===== config.mk =====
export PLATFORM = sky130hd
export DESIGN_NAME = fir_transposed_pruned
export DESIGN_NICKNAME = d
export VERILOG_FILES = /design/src/rtl/fir_pkg.sv /design/src/rtl/fir_tap_products.sv /design/src/rtl/fir_transposed_chain.sv /design/src/rtl/fir_output_cast.sv /design/src/rtl/fir_transposed_pruned.sv
export SDC_FILE = /design/constraint.sdc
export NUM_CORES = 1
export LEC_CHECK = 0
export BUFFER_PORTS_ARGS = -buffer_cell sky130_fd_sc_hd__buf_2
export CAP_MARGIN = 10
export CORE_UTILIZATION = 43
export DETAILED_ROUTE_END_ITERATION = 8
export GPL_ROUTABILITY_DRIVEN = 0
export SYNTH_ARGS = -nofsm -noshare
export SYNTH_HDL_FRONTEND = slang
export SYNTH_SLANG_ARGS = --single-unit

===== constraint.sdc =====
create_clock -name clk -period 4.6 [get_ports clk]
set_input_delay 0.46 -clock clk [delete_from_list [all_inputs] [get_ports clk]]
set_output_delay 0.46 -clock clk [all_outputs]
set_load 0.005 [all_outputs]

===== src/rtl/fir_pkg.sv =====
// Shared types for the transposed FIR filter.
package fir_pkg;
    // Rounding rule applied when low fraction bits are dropped at the output.
    typedef enum logic [2:0] {
        RND_FLOOR      = 3'd0,
        RND_CEIL       = 3'd1,
        RND_CONVERGENT = 3'd2,
        RND_NEAREST    = 3'd3,
        RND_HALF_AWAY  = 3'd4,
        RND_TRUNC_ZERO = 3'd5
    } round_e;
endpackage


===== src/rtl/fir_tap_products.sv =====
// Per-tap product stage. Registers c[k]*x for every tap that needs its own
// multiplier. Zero taps produce a constant zero. A tap whose mirror holds an
// equal or negated coefficient reuses the mirror product.
// Assumes: x is held by the caller while x_vld is low.
module fir_tap_products #(
    parameter int DW = 8,
    parameter int CW = 8,
    parameter int NTAPS = 7,
    parameter logic [NTAPS*CW-1:0] COEFS = '0,
    parameter int PW = DW + CW
) (
    input  logic                 clk,
    input  logic                 rst_n,
    input  logic signed [DW-1:0] x,
    input  logic                 x_vld,
    output logic signed [PW-1:0] prod [NTAPS],
    output logic                 prod_vld
);
    logic signed [PW-1:0] own [NTAPS];

    for (genvar k = 0; k < NTAPS; k++) begin : g_tap
        localparam int M  = NTAPS - 1 - k;
        localparam int CK = $signed(COEFS[k*CW +: CW]);
        localparam int CM = $signed(COEFS[M*CW +: CW]);
        if (CK == 0) begin : g_zero
            assign own[k]  = '0;
            assign prod[k] = '0;
        end else if (k > M && CK == CM) begin : g_sym
            assign own[k]  = '0;
            assign prod[k] = own[M];
        end else if (k > M && CK == -CM) begin : g_anti
            assign own[k]  = '0;
            assign prod[k] = -own[M];
        end else begin : g_mult
            localparam logic signed [PW-1:0] CX = PW'(CK);
            logic signed [PW-1:0] p_q;
            // Multiply the broadcast sample by this tap's constant.
            always_ff @(posedge clk) begin
                if (!rst_n)     p_q <= '0;
                else if (x_vld) p_q <= PW'(x) * CX;
            end
            assign own[k]  = p_q;
            assign prod[k] = own[k];
        end
    end

    // Delay the strobe alongside the product registers.
    always_ff @(posedge clk) begin
        if (!rst_n) prod_vld <= 1'b0;
        else        prod_vld <= x_vld;
    end
endmodule


===== src/rtl/fir_transposed_chain.sv =====
// Transposed accumulator chain. On each strobed cycle stage k takes its
// product plus the old contents of stage k+1, so stage 0 holds the full sum.
// Assumes: ACCW is wide enough for the worst case sum (no internal overflow).
module fir_transposed_chain #(
    parameter int NTAPS = 7,
    parameter int PW = 16,
    parameter int ACCW = 19
) (
    input  logic                   clk,
    input  logic                   rst_n,
    input  logic signed [PW-1:0]   prod [NTAPS],
    input  logic                   prod_vld,
    output logic signed [ACCW-1:0] sum,
    output logic                   sum_vld
);
    for (genvar k = 0; k < NTAPS; k++) begin : g_stage
        logic signed [ACCW-1:0] acc_q;
        if (k == NTAPS - 1) begin : g_tail
            // Last stage loads its own product only.
            always_ff @(posedge clk) begin
                if (!rst_n)        acc_q <= '0;
                else if (prod_vld) acc_q <= ACCW'(prod[k]);
            end
        end else begin : g_link
            // Add this tap's product to the partial sum from upstream.
            always_ff @(posedge clk) begin
                if (!rst_n)        acc_q <= '0;
                else if (prod_vld) acc_q <= g_stage[k+1].acc_q + ACCW'(prod[k]);
            end
        end
    end

    assign sum = g_stage[0].acc_q;

    // Strobe follows the chain update.
    always_ff @(posedge clk) begin
        if (!rst_n) sum_vld <= 1'b0;
        else        sum_vld <= prod_vld;
    end

    // Idle cycles must leave the chain untouched.
    assert_hold_idle_R9: assert property (@(posedge clk) disable iff (!rst_n)
        !prod_vld |=> $stable(sum));
endmodule


===== src/rtl/fir_output_cast.sv =====
// Three-stage output cast: register the full sum, round away S low bits,
// then wrap or saturate to OW bits.
// Assumes: S >= 1 and S < ACCW.
module fir_output_cast #(
    parameter int ACCW = 19,
    parameter int S = 4,
    parameter int OW = 10,
    parameter fir_pkg::round_e ROUND = fir_pkg::RND_CONVERGENT,
    parameter bit SATURATE = 1'b1,
    parameter int QW = ACCW - S + 1
) (
    input  logic                   clk,
    input  logic                   rst_n,
    input  logic signed [ACCW-1:0] sum,
    input  logic                   sum_vld,
    output logic signed [OW-1:0]   y,
    output logic                   y_vld
);
    localparam logic [S-1:0] HALF = S'(1) << (S - 1);

    logic signed [ACCW-1:0] sum_q;
    logic                   va, vb;
    logic signed [QW-1:0]   fl, q_q;
    logic [S-1:0]           rem;
    logic                   neg, bump;

    // Stage A: capture the full-precision sum.
    always_ff @(posedge clk) begin
        if (!rst_n) begin
            sum_q <= '0;
            va    <= 1'b0;
        end else begin
            va <= sum_vld;
            if (sum_vld) sum_q <= sum;
        end
    end

    assign fl  = QW'(sum_q >>> S);
    assign rem = sum_q[S-1:0];
    assign neg = sum_q[ACCW-1];

    // Choose the rounding increment for the selected rule.
    always_comb begin
        unique case (ROUND)
            fir_pkg::RND_FLOOR:      bump = 1'b0;
            fir_pkg::RND_CEIL:       bump = |rem;
            fir_pkg::RND_CONVERGENT: bump = (rem > HALF) || (rem == HALF && fl[0]);
            fir_pkg::RND_NEAREST:    bump = (rem >= HALF);
            fir_pkg::RND_HALF_AWAY:  bump = (rem > HALF) || (rem == HALF && !neg);
            fir_pkg::RND_TRUNC_ZERO: bump = neg && (|rem);
            default:                 bump = 1'b0;
        endcase
    end

    // Stage B: apply the rounding increment.
    always_ff @(posedge clk) begin
        if (!rst_n) begin
            q_q <= '0;
            vb  <= 1'b0;
        end else begin
            vb <= va;
            if (va) q_q <= fl + QW'(bump);
        end
    end

    logic signed [OW-1:0] narrow;
    if (QW <= OW) begin : g_fits
        assign narrow = OW'(q_q);
    end else if (SATURATE) begin : g_sat
        localparam logic signed [QW-1:0] MAXV = {{(QW-OW+1){1'b0}}, {(OW-1){1'b1}}};
        localparam logic signed [QW-1:0] MINV = {{(QW-OW+1){1'b1}}, {(OW-1){1'b0}}};
        assign narrow = (q_q > MAXV) ? OW'(MAXV) :
                        (q_q < MINV) ? OW'(MINV) : OW'(q_q);
    end else begin : g_wrap
        assign narrow = OW'(q_q);
    end

    // Stage C: register the narrowed result.
    always_ff @(posedge clk) begin
        if (!rst_n) begin
            y     <= '0;
            y_vld <= 1'b0;
        end else begin
            y_vld <= vb;
            if (vb) y <= narrow;
        end
    end

    // Rounding moves the floor by at most one step.
    assert_round_step_R4: assert property (@(posedge clk) disable iff (!rst_n)
        va |=> (q_q == $past(fl) || q_q == $past(fl) + QW'(1)));
endmodule


===== src/rtl/fir_transposed_pruned.sv =====
// Top of the transposed FIR: input register, tap products, accumulator
// chain and output cast, six registers deep from sample to result.
// Assumes: coefficient k sits at COEFS[k*CW +: CW]; S >= 1.
module fir_transposed_pruned #(
    parameter int DW = 8,
    parameter int CW = 8,
    parameter int NTAPS = 7,
    parameter logic [NTAPS*CW-1:0] COEFS =
        {8'sd12, 8'sd0, 8'sd40, 8'sd100, -8'sd40, 8'sd0, 8'sd12},
    parameter int FRAC_DROP = 4,
    parameter int OW = 10,
    parameter fir_pkg::round_e ROUND = fir_pkg::RND_CONVERGENT,
    parameter bit SATURATE = 1'b1
) (
    input  logic                 clk,
    input  logic                 rst_n,
    input  logic signed [DW-1:0] smp_in,
    input  logic                 smp_in_vld,
    output logic signed [OW-1:0] flt_out,
    output logic                 flt_out_vld
);
    localparam int PW   = DW + CW;
    localparam int ACCW = DW + CW + $clog2(NTAPS);

    logic signed [DW-1:0]   x_q;
    logic                   x_vld;
    logic signed [PW-1:0]   prod [NTAPS];
    logic                   prod_vld;
    logic signed [ACCW-1:0] sum;
    logic                   sum_vld;

    // Input register: capture the sample on strobed cycles only.
    always_ff @(posedge clk) begin
        if (!rst_n) begin
            x_q   <= '0;
            x_vld <= 1'b0;
        end else begin
            x_vld <= smp_in_vld;
            if (smp_in_vld) x_q <= smp_in;
        end
    end

    fir_tap_products #(.DW(DW), .CW(CW), .NTAPS(NTAPS), .COEFS(COEFS), .PW(PW)) u_prod (
        .clk(clk), .rst_n(rst_n), .x(x_q), .x_vld(x_vld),
        .prod(prod), .prod_vld(prod_vld));

    fir_transposed_chain #(.NTAPS(NTAPS), .PW(PW), .ACCW(ACCW)) u_chain (
        .clk(clk), .rst_n(rst_n), .prod(prod), .prod_vld(prod_vld),
        .sum(sum), .sum_vld(sum_vld));

    fir_output_cast #(.ACCW(ACCW), .S(FRAC_DROP), .OW(OW), .ROUND(ROUND),
                      .SATURATE(SATURATE)) u_cast (
        .clk(clk), .rst_n(rst_n), .sum(sum), .sum_vld(sum_vld),
        .y(flt_out), .y_vld(flt_out_vld));

    // Count clean edges since reset, saturating, to gate the latency check.
    logic [2:0] rst_age;
    always_ff @(posedge clk) begin
        if (!rst_n)              rst_age <= '0;
        else if (rst_age != 3'd7) rst_age <= rst_age + 3'd1;
    end

    // Remember that the previous edge was a reset edge.
    logic rst_prev;
    always_ff @(posedge clk) rst_prev <= !rst_n;

    assert_valid_latency_R1: assert property (@(posedge clk) disable iff (!rst_n)
        (rst_age >= 3'd6) |-> (flt_out_vld == $past(smp_in_vld, 6)));

    // After a reset edge the outputs are cleared.
    always_ff @(posedge clk) begin
        if (rst_prev) begin
            assert_reset_clear_R8: assert (!flt_out_vld && flt_out == '0);
        end
    end
endmodule


---- Yosys cells after proc, flatten, opt, wreduce, memory -nomap -nowiden ----
Cells that the tools add are included.
storage, ports and cells
  bits in registers ....................... 213
  output and inout bits ................... 11
  input bits .............................. 11
  logic and storage cells ................. 37
cells by class
  $add $sub $neg .......................... 6
  multiplexer cells ....................... 2
  order comparisons ....................... 3
  eq/ne operators ......................... 1
  multiply operators ...................... 3
  reduce and logical (&&, ||, !) cells .... 2
operator list
  kind                                                   number
  2-to-1 mux 10 bit                                      2
  adder 19 x 13 -> 19 bit                                1
  adder 19 x 15 -> 19 bit                                1
  adder 19 x 16 -> 19 bit                                1
  adder 13 x 16 -> 17 bit                                1
  adder 15 x 2 -> 16 bit                                 1
  > comparator 16 x 10 -> 1 bit (second input constant)  1
  < comparator 16 x 10 -> 1 bit (second input constant)  1
  negator 15 -> 16 bit                                   1
  multiplier 8 x 6 -> 14 bit (second input constant)     1
  multiplier 8 x 4 -> 12 bit (second input constant)     1
  multiplier 8 x 3 -> 11 bit (second input constant)     1
  == test 4 bit (second input constant)                  1
  > comparator 4 bit (second input constant)             1
  logical AND 1 bit                                      1
  logical OR 1 bit                                       1

---- Longest topological paths before layout ----
  word-level depth ........................ 4
  mapped depth ............................ 14
  mapped depth without buffers ............ 14

---- Modules after synthesis ----
A second synthesis with hierarchy kept.
unflattened totals
  cell total of the unflattened synthesis .. 1823
  area, all modules ....................... 15451.1 um^2
modules (own cells, without submodules)
  module                 instances  cells an instance  area an instance (um^2)
  fir_transposed_chain   1          1174               9560.4
  fir_tap_products       1          410                3619.7
  fir_output_cast        1          212                1941.9
  fir_transposed_pruned  1          27                 329.1

---- Worst setup path before layout ----
No wires, ideal clock.
  kind .................................... register to register
  from .................................... register x_q[7]
  to ...................................... register u_prod.g_tap[3].g_mult.p_q[13]
  period minus slack after synthesis ...... 3.172 ns
  slack ................................... 1.428 ns
  cell stages (with the launch flop) ...... 13
  arrival time ............................ 3.108 ns
  setup time .............................. 0.064 ns
  path through ............................ dfxtp_1 clkbuf_1 inv_1 fa_1 inv_1 ha_1 ha_1 a21o_1 a21oi_1 nor2b_1 o21ai_0 or4_1 nand4_1
on the way
  cells in the longest elaborated chain, start to end .. 1
ends and longest elaborated chain
  item                        line                         source
  from (decl)                 fir_transposed_pruned.sv:25  logic signed [DW-1:0] x_q;
  from (signal assigned)      fir_transposed_pruned.sv:39  if (smp_in_vld) x_q <= smp_in;
  multiplier 8 x 6 -> 14 bit  fir_tap_products.sv:40       else if (x_vld) p_q <= PW'(x) * CX;
  to (signal assigned)        fir_tap_products.sv:40
  to (decl)                   fir_tap_products.sv:36       logic signed [PW-1:0] p_q;
Every way passes these cells.
A chain may end at the register's enable or synchronous reset.

---- Worst setup path after layout ----
  from .................................... register x_q[6]
  to ...................................... register u_prod.g_tap[3].g_mult.p_q[14]
Same word-level chain as after synthesis.

==> metrics.txt <==
antenna violation net count after detailed routing 0; synthesized area 0.01120 sq mm; Area Overhead vs Synth 8.855%; top-area cell type share of the netlist area 0.3484; CTS tree built; P_leak 5.044 nW; Seq/Total Area, Yosys 0.3484; worst hold path class in -> reg; initial core utilization 0.4411; cell family with most CP delay adder cells; H-tree levels 4; clock sink count 195; Commonest cells post-synth dfxtp_1 (195), nor2_1 (166), ha_1 (113); Worst setup EP type flop; final setup fails 0; max-cap viol count 0; FP Rows 58; CP startpoint x_q[6]$_SDFFE_PN0P_; YS warnings 0; top_reg_cell synth dfxtp_1; Setup crit start kind flop; die span in x 163.4 microns; number of max-slew violations in the final report 0; max_slew headroom 0.3293; vias in the first global route 8064; Port Buffers 21; Final nets 1392; Mapped Avg Cell Area 8.935 sq um; Final HPWL DP 17.26 mm; later-pin clock latency in the skew report 0.43 ns; reg2reg end u_prod.g_tap[3].g_mult.p_q[14]$_SDFFE_PN0P_; worst vdd ir 0.2302 mV; Routed Wire Length 23.88 mm; Clock Tree Buf Depth 2; Hold-fix buffers, CTS 0; Post-synth EDFFs 0; Worst Reg-to-Reg Cells 12; status finished clean; core box area 0.02540 sq mm; crit-path max cell delay 0.55 ns; Initial DRT Pass Iterations 5; Num CTS Buffers 17; Hold Path Sink x_q[4]$_SDFFE_PN0P_; minimum clock period 3.321 ns; period utilization 0.7220; critical path depth 12; Design Power 3.977 mW; Hold Startpoint smp_in[4]; maximum operating frequency 0.3011 GHz; Chip Height 163.4 microns; via count 8505; crit path max fanout 9; count leader, synth dfxtp_1; final instance area 0.01220 sq mm; wire length per cell 14.98 microns; clock skew 0.009954 ns; area of the multi-input gates 0.006884 sq mm; Sequential Area 0.003908 sq mm; hold depth 3; post-synthesis register bit count 195; remaining routing DRC violations 0; total global-route track usage 0.1886; WP data arrival 3.65 ns; # diodes 0; Pwr per Cell Area 326.0 mW/mm^2; most used cell, CP ha_1; via density per instance 5.336; cell taking the most area after synthesis dfxtp_1; RSZ-0062 raised after global routing false; FF-to-FF Start x_q[6]$_SDFFE_PN0P_; CTS-repair resized insts 0; worst setup path class reg -> reg; synth unique cells 62; initial antenna violation count 0; CP max-delay cell dfxtp_1; layout cells sized above 1 0.06013; Cells after Synth 1254; final setup TNS 0 ns; setup bufs post-CTS 0; Non-Filler Instances 1594; Die Outline Area 0.02671 sq mm; Req. time, crit path 4.93 ns; Area contributors post-synth dfxtp_1 (35%), ha_1 (13%), mux2i_1 (8.5%), nor2_1 (5.6%), o21ai_0 (3.8%); global-route wire length before repair 39.95 mm; Worst Path Buf+Inv 2; initial DRC count 395; clk slew on worst S/H paths 0.08 ns; reg2reg setup slack 1.28 ns; placed instance count 1562; global route overflow 0; Slew @ Worst Pin 0.9998 ns; root buf cell clkbuf_16; syn nets 1395; final hold vios 0; largest net degree at the start of global routing 84; placed cell areas 0.01160 sq mm; I/O pins 22; asr flop ratio synth 0; crit-path cells inv_1 > ha_1 > inv_1 > ha_1 > xor2_1 > ha_1 > ha_1 > or2_2 > a21oi_1 > a21oi_1 > xor2_1 > o211a_1; fillcell total 2442
layer usage:
layer,track usage,routed length [microns],share of wire
met5,0,0,0
met4,0.04970,349,0.015
met3,0.03276,721,0.030
met2,0.3332,11540,0.48
met1,0.2344,11260,0.47
worst max path at each step:
stage	endpoint	slack, ns
final	u_prod.g_tap[3].g_mult.p_q[14]$_SDFFE_PN0P_	1.28
after global routing	u_prod.g_tap[3].g_mult.p_q[14]$_SDFFE_PN0P_	1.09
after CTS	u_prod.g_tap[3].g_mult.p_q[14]$_SDFFE_PN0P_	1.28
after detailed placement	u_prod.g_tap[3].g_mult.p_q[14]$_SDFFE_PN0P_	1.30
after global placement	u_prod.g_tap[3].g_mult.p_q[14]$_SDFFE_PN0P_	1.35
after floorplan	u_prod.g_tap[3].g_mult.p_q[13]$_SDFFE_PN0P_	1.43
state kept, by name (all words and copies together) (netlist names):
register                 cells
u_cast.y_vld                 1
u_cast.vb                    1
u_chain.sum_vld              1
u_cast.sum_q                17
u_cast.y                    10
u_cast.va                    1
x_q                          8
u_prod.g_tap.g_mult.p_q     33
x_vld                        1
u_cast.q_q                  16
u_prod.prod_vld              1
u_chain.g_stage.acc_q       88
u_chain.sum                 17
logic make-up (layout without fill, tap and decap cells):
family                   Yosys count  after routing  synth area share
AO/OA/AOI/OAI                    297            297            0.1698
XOR/XNOR                          74             74           0.05785
adder cells (fa/ha/maj)          130            130            0.1566
AND/OR/NAND/NOR                  348            348            0.1403
multiplexers                     100            100           0.08989
buffers and inverters            110            120           0.03719
flip-flops                       195            195            0.3484
worst register-to-register path: stages (launching register included):
cell and delay [ns]:
dfxtp_1 0.55, inv_1 0.19, ha_1 0.35, inv_1 0.05
ha_1 0.37, xor2_1 0.17, ha_1 0.30, ha_1 0.34
or2_2 0.33, a21oi_1 0.14, a21oi_1 0.06, xor2_1 0.16
o211a_1 0.20
per-stage QoR:
| stage | hold WS [ns] | utilization | setup WS, ns |
|---|---|---|---|
| detailed placement | 0.4452 | 0.4568 | 1.303 |
| floorplan | 0.4248 | - | 1.428 |
| finish | 0.2626 | 0.4802 | 1.279 |
| CTS | 0.2478 | 0.4802 | 1.283 |
| global placement | 0.4339 | 0.4568 | 1.353 |
| global route | 0.2496 | 0.4802 | 1.086 |
layout make-up:
class                           instances  share of cell area
Sequential cell                       195              0.3204
Timing Repair Buffer                   28             0.01395
Clock buffer                           18             0.03519
Inverter                               60             0.01867
Multi-Input combinational cell        949              0.5644
Clock inverter                         14             0.01354
Tap cell                              330             0.03385
power by group:
| part | total [mW] | leakage (nW) | switching, mW | internal [mW] |
|---|---|---|---|---|
| Sequential | 1.79 | 1.58 | 0.0564 | 1.74 |
| Clock | 1.51 | 0.292 | 0.727 | 0.780 |
| Combinational | 0.676 | 3.17 | 0.380 | 0.296 |
| Total | 3.98 | 5.04 | 1.16 | 2.81 |
cell usage in the layout, fill, tap and decap left out, drive strengths merged, types with 20 or more instances in the layout:
master  synthesis  layout
a211oi         30      30
a21oi          72      72
buf            13      28
dfxtp         195     195
ha            113     113
inv            59      66
mux2i          95      95
nand2          62      62
nand3          21      21
nor2          166     166
nor2b          20      20
o21ai          87      87
xnor2          46      46
xor2           28      28
Power figures use the tool's default switching activity.
